[src/rtl/irq_pkg.sv]
package irq_pkg;

    localparam int NSRC   = 16;
    localparam int NGPI   = 8;
    localparam int NINT   = 8;
    localparam int DW     = 8;
    localparam int AW     = 5;
    localparam int IDW    = $clog2(NSRC);

    localparam logic [AW-1:0] OFS_PIN   = 5'h01;
    localparam logic [AW-1:0] OFS_EDGE  = 5'h03;
    localparam logic [AW-1:0] OFS_DIR   = 5'h05;
    localparam logic [AW-1:0] OFS_ENHI  = 5'h07;
    localparam logic [AW-1:0] OFS_ENLO  = 5'h09;
    localparam logic [AW-1:0] OFS_PDHI  = 5'h0B;
    localparam logic [AW-1:0] OFS_PDLO  = 5'h0D;
    localparam logic [AW-1:0] OFS_ISHI  = 5'h0F;
    localparam logic [AW-1:0] OFS_ISLO  = 5'h11;
    localparam logic [AW-1:0] OFS_PSHI  = 5'h13;
    localparam logic [AW-1:0] OFS_PSLO  = 5'h15;
    localparam logic [AW-1:0] OFS_VBASE = 5'h17;

    typedef struct packed {
        logic [NSRC-1:0] en;
        logic [NSRC-1:0] pend;
        logic [NSRC-1:0] insvc;
        logic [NSRC-1:0] pass;
        logic [NGPI-1:0] edge_rise;
        logic [NGPI-1:0] dir;
        logic [NGPI-1:0] pin_latch;
        logic [NGPI-1:0] gpi_prev;
        logic [NINT-1:0] int_prev;
        logic [3:0]      vbase;
    } irq_state_t;

    // Places pin and on-chip events onto their fixed priority levels.
    function automatic logic [NSRC-1:0] place_events(input logic [NGPI-1:0] g,
                                                     input logic [NINT-1:0] i);
        return {g[7], g[6], i[7], i[6], i[5], i[4], i[3], i[2],
                g[5], g[4], i[1], i[0], g[3], g[2], g[1], g[0]};
    endfunction

endpackage

[src/rtl/irq_edge.sv]
module irq_edge #(
    parameter int N = 8
) (
    input  logic [N-1:0] cur,
    input  logic [N-1:0] prev,
    input  logic [N-1:0] rise_sel,
    output logic [N-1:0] hit
);
    for (genvar k = 0; k < N; k++) begin : g_bit
        always_comb begin
            if (rise_sel[k]) hit[k] = cur[k] & ~prev[k];
            else             hit[k] = ~cur[k] & prev[k];
        end
    end
endmodule

[src/rtl/irq_prio.sv]
module irq_prio #(
    parameter int N   = 16,
    parameter int IDW = $clog2(N)
) (
    input  logic [N-1:0]   cand,
    input  logic [N-1:0]   insvc,
    output logic           req,
    output logic [IDW-1:0] win_id
);
    logic           any_cand;
    logic           any_svc;
    logic [IDW-1:0] svc_id;

    always_comb begin
        any_cand = 1'b0;
        any_svc  = 1'b0;
        win_id   = '0;
        svc_id   = '0;
        for (int i = 0; i < N; i++) begin
            if (cand[i]) begin
                any_cand = 1'b1;
                win_id   = IDW'(i);
            end
            if (insvc[i]) begin
                any_svc = 1'b1;
                svc_id  = IDW'(i);
            end
        end
        req = any_cand && (!any_svc || (win_id > svc_id));
    end
endmodule

[src/rtl/irq_vector_ctrl.sv]
module irq_vector_ctrl
    import irq_pkg::*;
(
    input  logic          clk,
    input  logic          rst_n,
    input  logic [NGPI-1:0] gpi,
    input  logic [NINT-1:0] int_req,
    input  logic          reg_we,
    input  logic [AW-1:0] reg_addr,
    input  logic [DW-1:0] reg_wdata,
    output logic [DW-1:0] reg_rdata,
    output logic [NGPI-1:0] gpio_out,
    output logic [NGPI-1:0] gpio_oe,
    output logic          irq,
    input  logic          iack,
    output logic [DW-1:0] vector
);
    irq_state_t st_q, st_d;

    logic [NGPI-1:0] gpi_hit;
    logic [NINT-1:0] int_hit;
    logic [NSRC-1:0] events;
    logic [NSRC-1:0] cand;
    logic [IDW-1:0]  win_id;
    logic            req;
    logic            grant;

    irq_edge #(.N(NGPI)) u_gpi_edge (
        .cur(gpi), .prev(st_q.gpi_prev), .rise_sel(st_q.edge_rise), .hit(gpi_hit)
    );

    irq_edge #(.N(NINT)) u_int_edge (
        .cur(int_req), .prev(st_q.int_prev), .rise_sel({NINT{1'b1}}), .hit(int_hit)
    );

    assign events = place_events(gpi_hit, int_hit);
    assign cand   = st_q.pend & st_q.pass;

    irq_prio #(.N(NSRC), .IDW(IDW)) u_prio (
        .cand(cand), .insvc(st_q.insvc), .req(req), .win_id(win_id)
    );

    assign irq      = req;
    assign grant    = iack & req;
    assign vector   = {st_q.vbase, win_id};
    assign gpio_out = st_q.pin_latch;
    assign gpio_oe  = st_q.dir;

    always_comb begin
        st_d          = st_q;
        st_d.gpi_prev = gpi;
        st_d.int_prev = int_req;

        if (grant) begin
            st_d.pend[win_id]  = 1'b0;
            st_d.insvc[win_id] = 1'b1;
        end

        if (reg_we) begin
            case (reg_addr)
                OFS_PIN:   st_d.pin_latch     = reg_wdata;
                OFS_EDGE:  st_d.edge_rise     = reg_wdata;
                OFS_DIR:   st_d.dir           = reg_wdata;
                OFS_ENHI:  st_d.en[15:8]      = reg_wdata;
                OFS_ENLO:  st_d.en[7:0]       = reg_wdata;
                OFS_PDHI:  st_d.pend[15:8]    = st_d.pend[15:8] & reg_wdata;
                OFS_PDLO:  st_d.pend[7:0]     = st_d.pend[7:0] & reg_wdata;
                OFS_ISHI:  st_d.insvc[15:8]   = st_d.insvc[15:8] & reg_wdata;
                OFS_ISLO:  st_d.insvc[7:0]    = st_d.insvc[7:0] & reg_wdata;
                OFS_PSHI:  st_d.pass[15:8]    = reg_wdata;
                OFS_PSLO:  st_d.pass[7:0]     = reg_wdata;
                OFS_VBASE: st_d.vbase         = reg_wdata[7:4];
                default:   ;
            endcase
        end

        // New edges win over clears in the same cycle; enable gates both.
        st_d.pend = (st_d.pend | events) & st_d.en;
    end

    always_ff @(posedge clk or negedge rst_n) begin
        if (!rst_n) st_q <= '0;
        else        st_q <= st_d;
    end

    always_comb begin
        case (reg_addr)
            OFS_PIN:   reg_rdata = (st_q.pin_latch & st_q.dir) | (gpi & ~st_q.dir);
            OFS_EDGE:  reg_rdata = st_q.edge_rise;
            OFS_DIR:   reg_rdata = st_q.dir;
            OFS_ENHI:  reg_rdata = st_q.en[15:8];
            OFS_ENLO:  reg_rdata = st_q.en[7:0];
            OFS_PDHI:  reg_rdata = st_q.pend[15:8];
            OFS_PDLO:  reg_rdata = st_q.pend[7:0];
            OFS_ISHI:  reg_rdata = st_q.insvc[15:8];
            OFS_ISLO:  reg_rdata = st_q.insvc[7:0];
            OFS_PSHI:  reg_rdata = st_q.pass[15:8];
            OFS_PSLO:  reg_rdata = st_q.pass[7:0];
            OFS_VBASE: reg_rdata = {st_q.vbase, 4'h0};
            default:   reg_rdata = '0;
        endcase
    end

    // nothing stays pending without its enable
    a_r4_pend_in_enable: assert property (@(posedge clk) disable iff (!rst_n)
        (st_q.pend & ~st_q.en) == '0);

    // a request needs a pending source whose pass bit is set
    a_r5_irq_has_source: assert property (@(posedge clk) disable iff (!rst_n)
        irq |-> ((st_q.pend & st_q.pass) != '0));

    // no in-service level at or above the winner while requesting
    a_r8_irq_above_service: assert property (@(posedge clk) disable iff (!rst_n)
        irq |-> ((st_q.insvc >> win_id) == '0));

    // a granted acknowledge puts the acknowledged level in service
    a_r7_ack_sets_service: assert property (@(posedge clk) disable iff (!rst_n)
        (iack && irq) |=> st_q.insvc[$past(vector[3:0])]);

    // no in-service bit appears without a granted acknowledge
    a_r7_no_service_without_ack: assert property (@(posedge clk) disable iff (!rst_n)
        !(iack && irq) |=> ((st_q.insvc & ~$past(st_q.insvc)) == '0));

endmodule

[config.mk]
export PLATFORM = sky130hd
export DESIGN_NAME = irq_vector_ctrl
export DESIGN_NICKNAME = d
export VERILOG_FILES = /design/src/rtl/irq_pkg.sv /design/src/rtl/irq_edge.sv /design/src/rtl/irq_prio.sv /design/src/rtl/irq_vector_ctrl.sv
export SDC_FILE = /design/constraint.sdc
export NUM_CORES = 1
export LEC_CHECK = 0
export ABC_AREA = 1
export BUFFER_PORTS_ARGS = -buffer_cell sky130_fd_sc_hd__buf_2
export CAP_MARGIN = 20
export CORE_ASPECT_RATIO = 0.6
export CORE_UTILIZATION = 30
export DETAILED_ROUTE_END_ITERATION = 10
export PLACE_DENSITY_LB_ADDON = 0.3
export SYNTH_ARGS = -nofsm -noshare
export SYNTH_HDL_FRONTEND = slang
export SYNTH_SLANG_ARGS = --single-unit
[constraint.sdc]
create_clock -name clk -period 4.1 [get_ports clk]
set_input_delay 0.41 -clock clk [delete_from_list [all_inputs] [get_ports clk]]
set_output_delay 0.41 -clock clk [all_outputs]
set_load 0.005 [all_outputs]
==> summary.md <==
The number of nets handed over by synthesis was 758. After technology mapping, the gate count stands at 721. The leakage power of the design was 0.00326 uW; the mean instance size in the synthesized netlist was 7.94 um2. Area inside the core boundary: 0.0184 mm2. The number of diodes is 0. The run gives 0 as the number of hold violations in the final report. The clock edge transition at the registers on the reported setup and hold paths was 0.07 ns; the post-layout utilization of the core was 35.8%.

The layout cell share with drive strength beyond 1 came out at 15.7%. Derived from the worst setup path, the maximum achievable clock frequency is 0.318 GHz. Summing the sequential cell areas from Yosys gives 47.2% of the chip area.

Data arrival time of the critical path: 2.74 ns. The fraction of synthesized cell area taken by the top area cell type works out to 47.2%. The setup slack at placement is 1.25 ns, and the global-route usage over all layers is 20.1%.

Startpoint-to-endpoint class of the critical path: reg -> out. The post-CTS setup buffer count came out at 0. STA classifies the critical path startpoint as a flip-flop. Detailed-router iteration count before antenna repair: 4. The logs give 0.37 ns for the clock latency of the later-clocked register in the worst-skew pair and 49.3% for the relative slew slack.

In this run the number of H-tree levels came out at 3. Total I/O pin count: 66. The final period utilization is 76.8%, and the signed area change from the synthesized netlist to the final layout is 14.7%. The worst setup path is captured at an output pin.

Summed over all layers, the routed wires come to 18,800 um. Adding up every negative setup slack in the final design gives 0 ns. After the first detailed-routing iteration, the DRC count stood at 530. The worst hold path belongs to the class in -> reg. The number of standard-cell rows in the floorplan came out at 38.

The cell area after synthesis came out at 0.00572 mm2. The total congestion overflow is 0. The die area was 0.0197 mm2.

The cell with the most instances after synthesis was sky130_fd_sc_hd__nand2_1. Of all flip-flops after synthesis, the portion carrying an async set or reset was 100%. Entering global routing, the biggest net connects 75 pins. Yosys printed 0 warnings.

The signal on the critical path passes through nand2_1 -> inv_1 -> nand2_1 -> nand2_1 -> nand2_1 -> nand2_1 -> nand2_1 -> nand2_1 -> nand2_1 -> nand2_1 -> nand2_1 -> nand2_1 -> nand2_2 -> nand2_4 -> inv_1 -> ha_1 -> inv_1 -> a21oi_1 -> o21ai_0 -> o21ai_0 -> nand2_1 -> nand2_2 -> inv_2 -> buf_2. The power density over cell area was 546 mW/mm2. After the flow finishes, the layout carries non-filler instances totaling 1,017. After synthesis the netlist holds a flip-flop and latch count of 108. TritonCTS built the clock tree.

The shortest clock period the worst path allows after layout was 3.15 ns. From bottom edge to top edge, the die measures 109 um. The floorplan die width is 180 um, and the total via count in the routed design is 5,243. For this run, design rule violations remaining after detail routing come to 0.

The first global-routing pass estimated 29,300 um of wire. In this design, the stage delay of the slowest critical-path cell is 0.38 ns. The antenna violation net count after detailed routing is 0, and the minimum setup slack in the final design is 0.952 ns. For this run, the post-layout net count is 809.

Dividing the detail-routed via count by the number of cells gives 5.16. On the final layout, the worst clock skew is 0.0139 ns. The routability congestion estimate from global placement was 0.933. In this run, CTS created clock tree buffers numbering 9. Number of antenna violations at the first check in global routing: 0. Dividing the detail-routed wire length by the instance count gives 18.5 um.

Setup repair after global routing left no endpoint under its margin. Data on the critical path is required at its endpoint by 3.69 ns. The tools report the number of distinct standard cells referenced by the synthesized netlist as 32. Setup violations remaining at the end of the flow were counted as 0. Sorting the synthesized cells by how often they occur yields 168 x sky130_fd_sc_hd__nand2_1, 129 x sky130_fd_sc_hd__inv_1, 108 x sky130_fd_sc_hd__dfrtp_1.

The run gives 0 as the number of max-slew violations in the final report. Along the worst path, the maximum fanout reaches 9. Total power for the finished layout comes to 3580 uW. The maximum buffer depth of the clock tree came out at 2. The pin slew with the least headroom to its limit is 0.758 ns, and the peak supply drop is 0.000226 V. The count of flip-flops with a built-in enable after synthesis was 0.

Max-cap violations in this run came to 0. Of all cell types, the one taking the most synthesized area is sky130_fd_sc_hd__dfrtp_1. For this configuration, the core starts out at a cell density of 31.2%. Number of sinks handled by clock tree synthesis: 108. The slowest stage cell on the critical path was sky130_fd_sc_hd__dfrtp_1.

Yosys attributes the largest share of cell area to sky130_fd_sc_hd__dfrtp_1 47%, sky130_fd_sc_hd__nand2_1 11%, sky130_fd_sc_hd__inv_1 8.5%, sky130_fd_sc_hd__o21ai_0 6.7%, sky130_fd_sc_hd__a21oi_1 3.0%. The cell that appears most often on the critical path is sky130_fd_sc_hd__nand2_1. The HPWL after detailed placement came out at 14,300 um. The tools report the via count of the first global-routing pass as 4,839. The most instantiated flip-flop cell in the synthesis netlist is sky130_fd_sc_hd__dfrtp_1. After detailed placement, the design holds a cell count of 999. CTS placed an instance of sky130_fd_sc_hd__clkbuf_16 at the clock tree root. The number of port buffers was 65. The flow ran to the end, and the final reports show no timing, DRC or antenna violations.
cells in the final DEF (no fill, tap or decap), types with 11 or more instances in the layout:
cell type,synthesis,routed
sky130_fd_sc_hd__nand2_1,168,168
sky130_fd_sc_hd__inv_1,129,129
sky130_fd_sc_hd__dfrtp_1,108,108
sky130_fd_sc_hd__o21ai_0,77,77
sky130_fd_sc_hd__buf_2,4,64
sky130_fd_sc_hd__a21oi_1,34,34
sky130_fd_sc_hd__nor2_1,22,22
sky130_fd_sc_hd__nand3_1,17,17
sky130_fd_sc_hd__a221oi_1,17,17
sky130_fd_sc_hd__a22oi_1,14,14
sky130_fd_sc_hd__nand4_1,12,12
sky130_fd_sc_hd__o22ai_1,11,11
sky130_fd_sc_hd__o21ai_1,11,11
per-layer routing:
metal	vias up	global-route usage, %	share of wire, %
met5	-	0	0
met4	0	4.76	1.1
met3	20	5.91	9.7
met2	249	26.7	38
met1	2515	31.0	51
li1	2459	-	-
worst max-delay path: cells and delay by family, from the launching register on:
kind            cells  cell delay, ns
buf+inv             5            0.36
simple gates       15            1.19
flops               1            0.38
compound gates      3            0.29
fa+ha+maj           1            0.17
state kept, by name, indices dropped and copies added, names as in the netlist:
signal	flops
gpio_out	8
gpio_oe	8
vector	4
st_q	88
layout make-up:
cell class,instances,area (um2)
clock buffer,10,239
clock inverter,6,111
fill,1936,11800
inverter,141,529
multi-input combinational,443,2300
sequential,108,2700
tap,240,300
timing repair buffer,69,380
final timing paths:
kind | startpoint | slack [ns] | depth (start not counted) | to
hold reg to reg | st_q[11] | 0.50 | 3 | st_q[89]
min in group asynchronous | rst_n | 0.50 | 2 | gpio_out[0]
setup reg to reg | st_q[45] | 1.18 | 28 | st_q[90]
hold / removal | int_req[7] | 0.17 | 1 | st_q[11]
setup / recovery | st_q[45] | 0.95 | 24 | irq
max in group asynchronous | rst_n | 2.68 | 4 | st_q[69]
report_power, final:
group / leakage (uW) / switching [uW] / internal [uW]
Clock: 0.000169 / 416 / 614
Combinational: 0.00182 / 678 / 358
Sequential: 0.00127 / 220 / 1300
Total: 0.00326 / 1310 / 2270
stage by stage:
stage	cell area (um2)	hold WS (ns)
3_3_place_gp	6180	0.486
6_report	6570	0.165
4_1_cts	6530	0.153
2_1_floorplan	5720	0.114
3_5_place_dp	6180	0.492
5_1_grt	6570	0.151
repair_timing:
action	in CTS	in global routing
hold buffers	0	1
resized for setup	0	0
endpoints found under the hold margin	0	25
logic make-up (layout without fill, tap and decap cells):
logic type                 Yosys count  count (layout)  share of synthesized area (%)
adders and majority gates            4               4                          0.875
and+or+nand+nor                    251             251                           19.4
DFF                                108             108                           47.2
AOI/OAI and AO/OA                  188             188                           20.0
buffers and inverters              170             226                           12.5
Power figures use the tool's default switching activity.
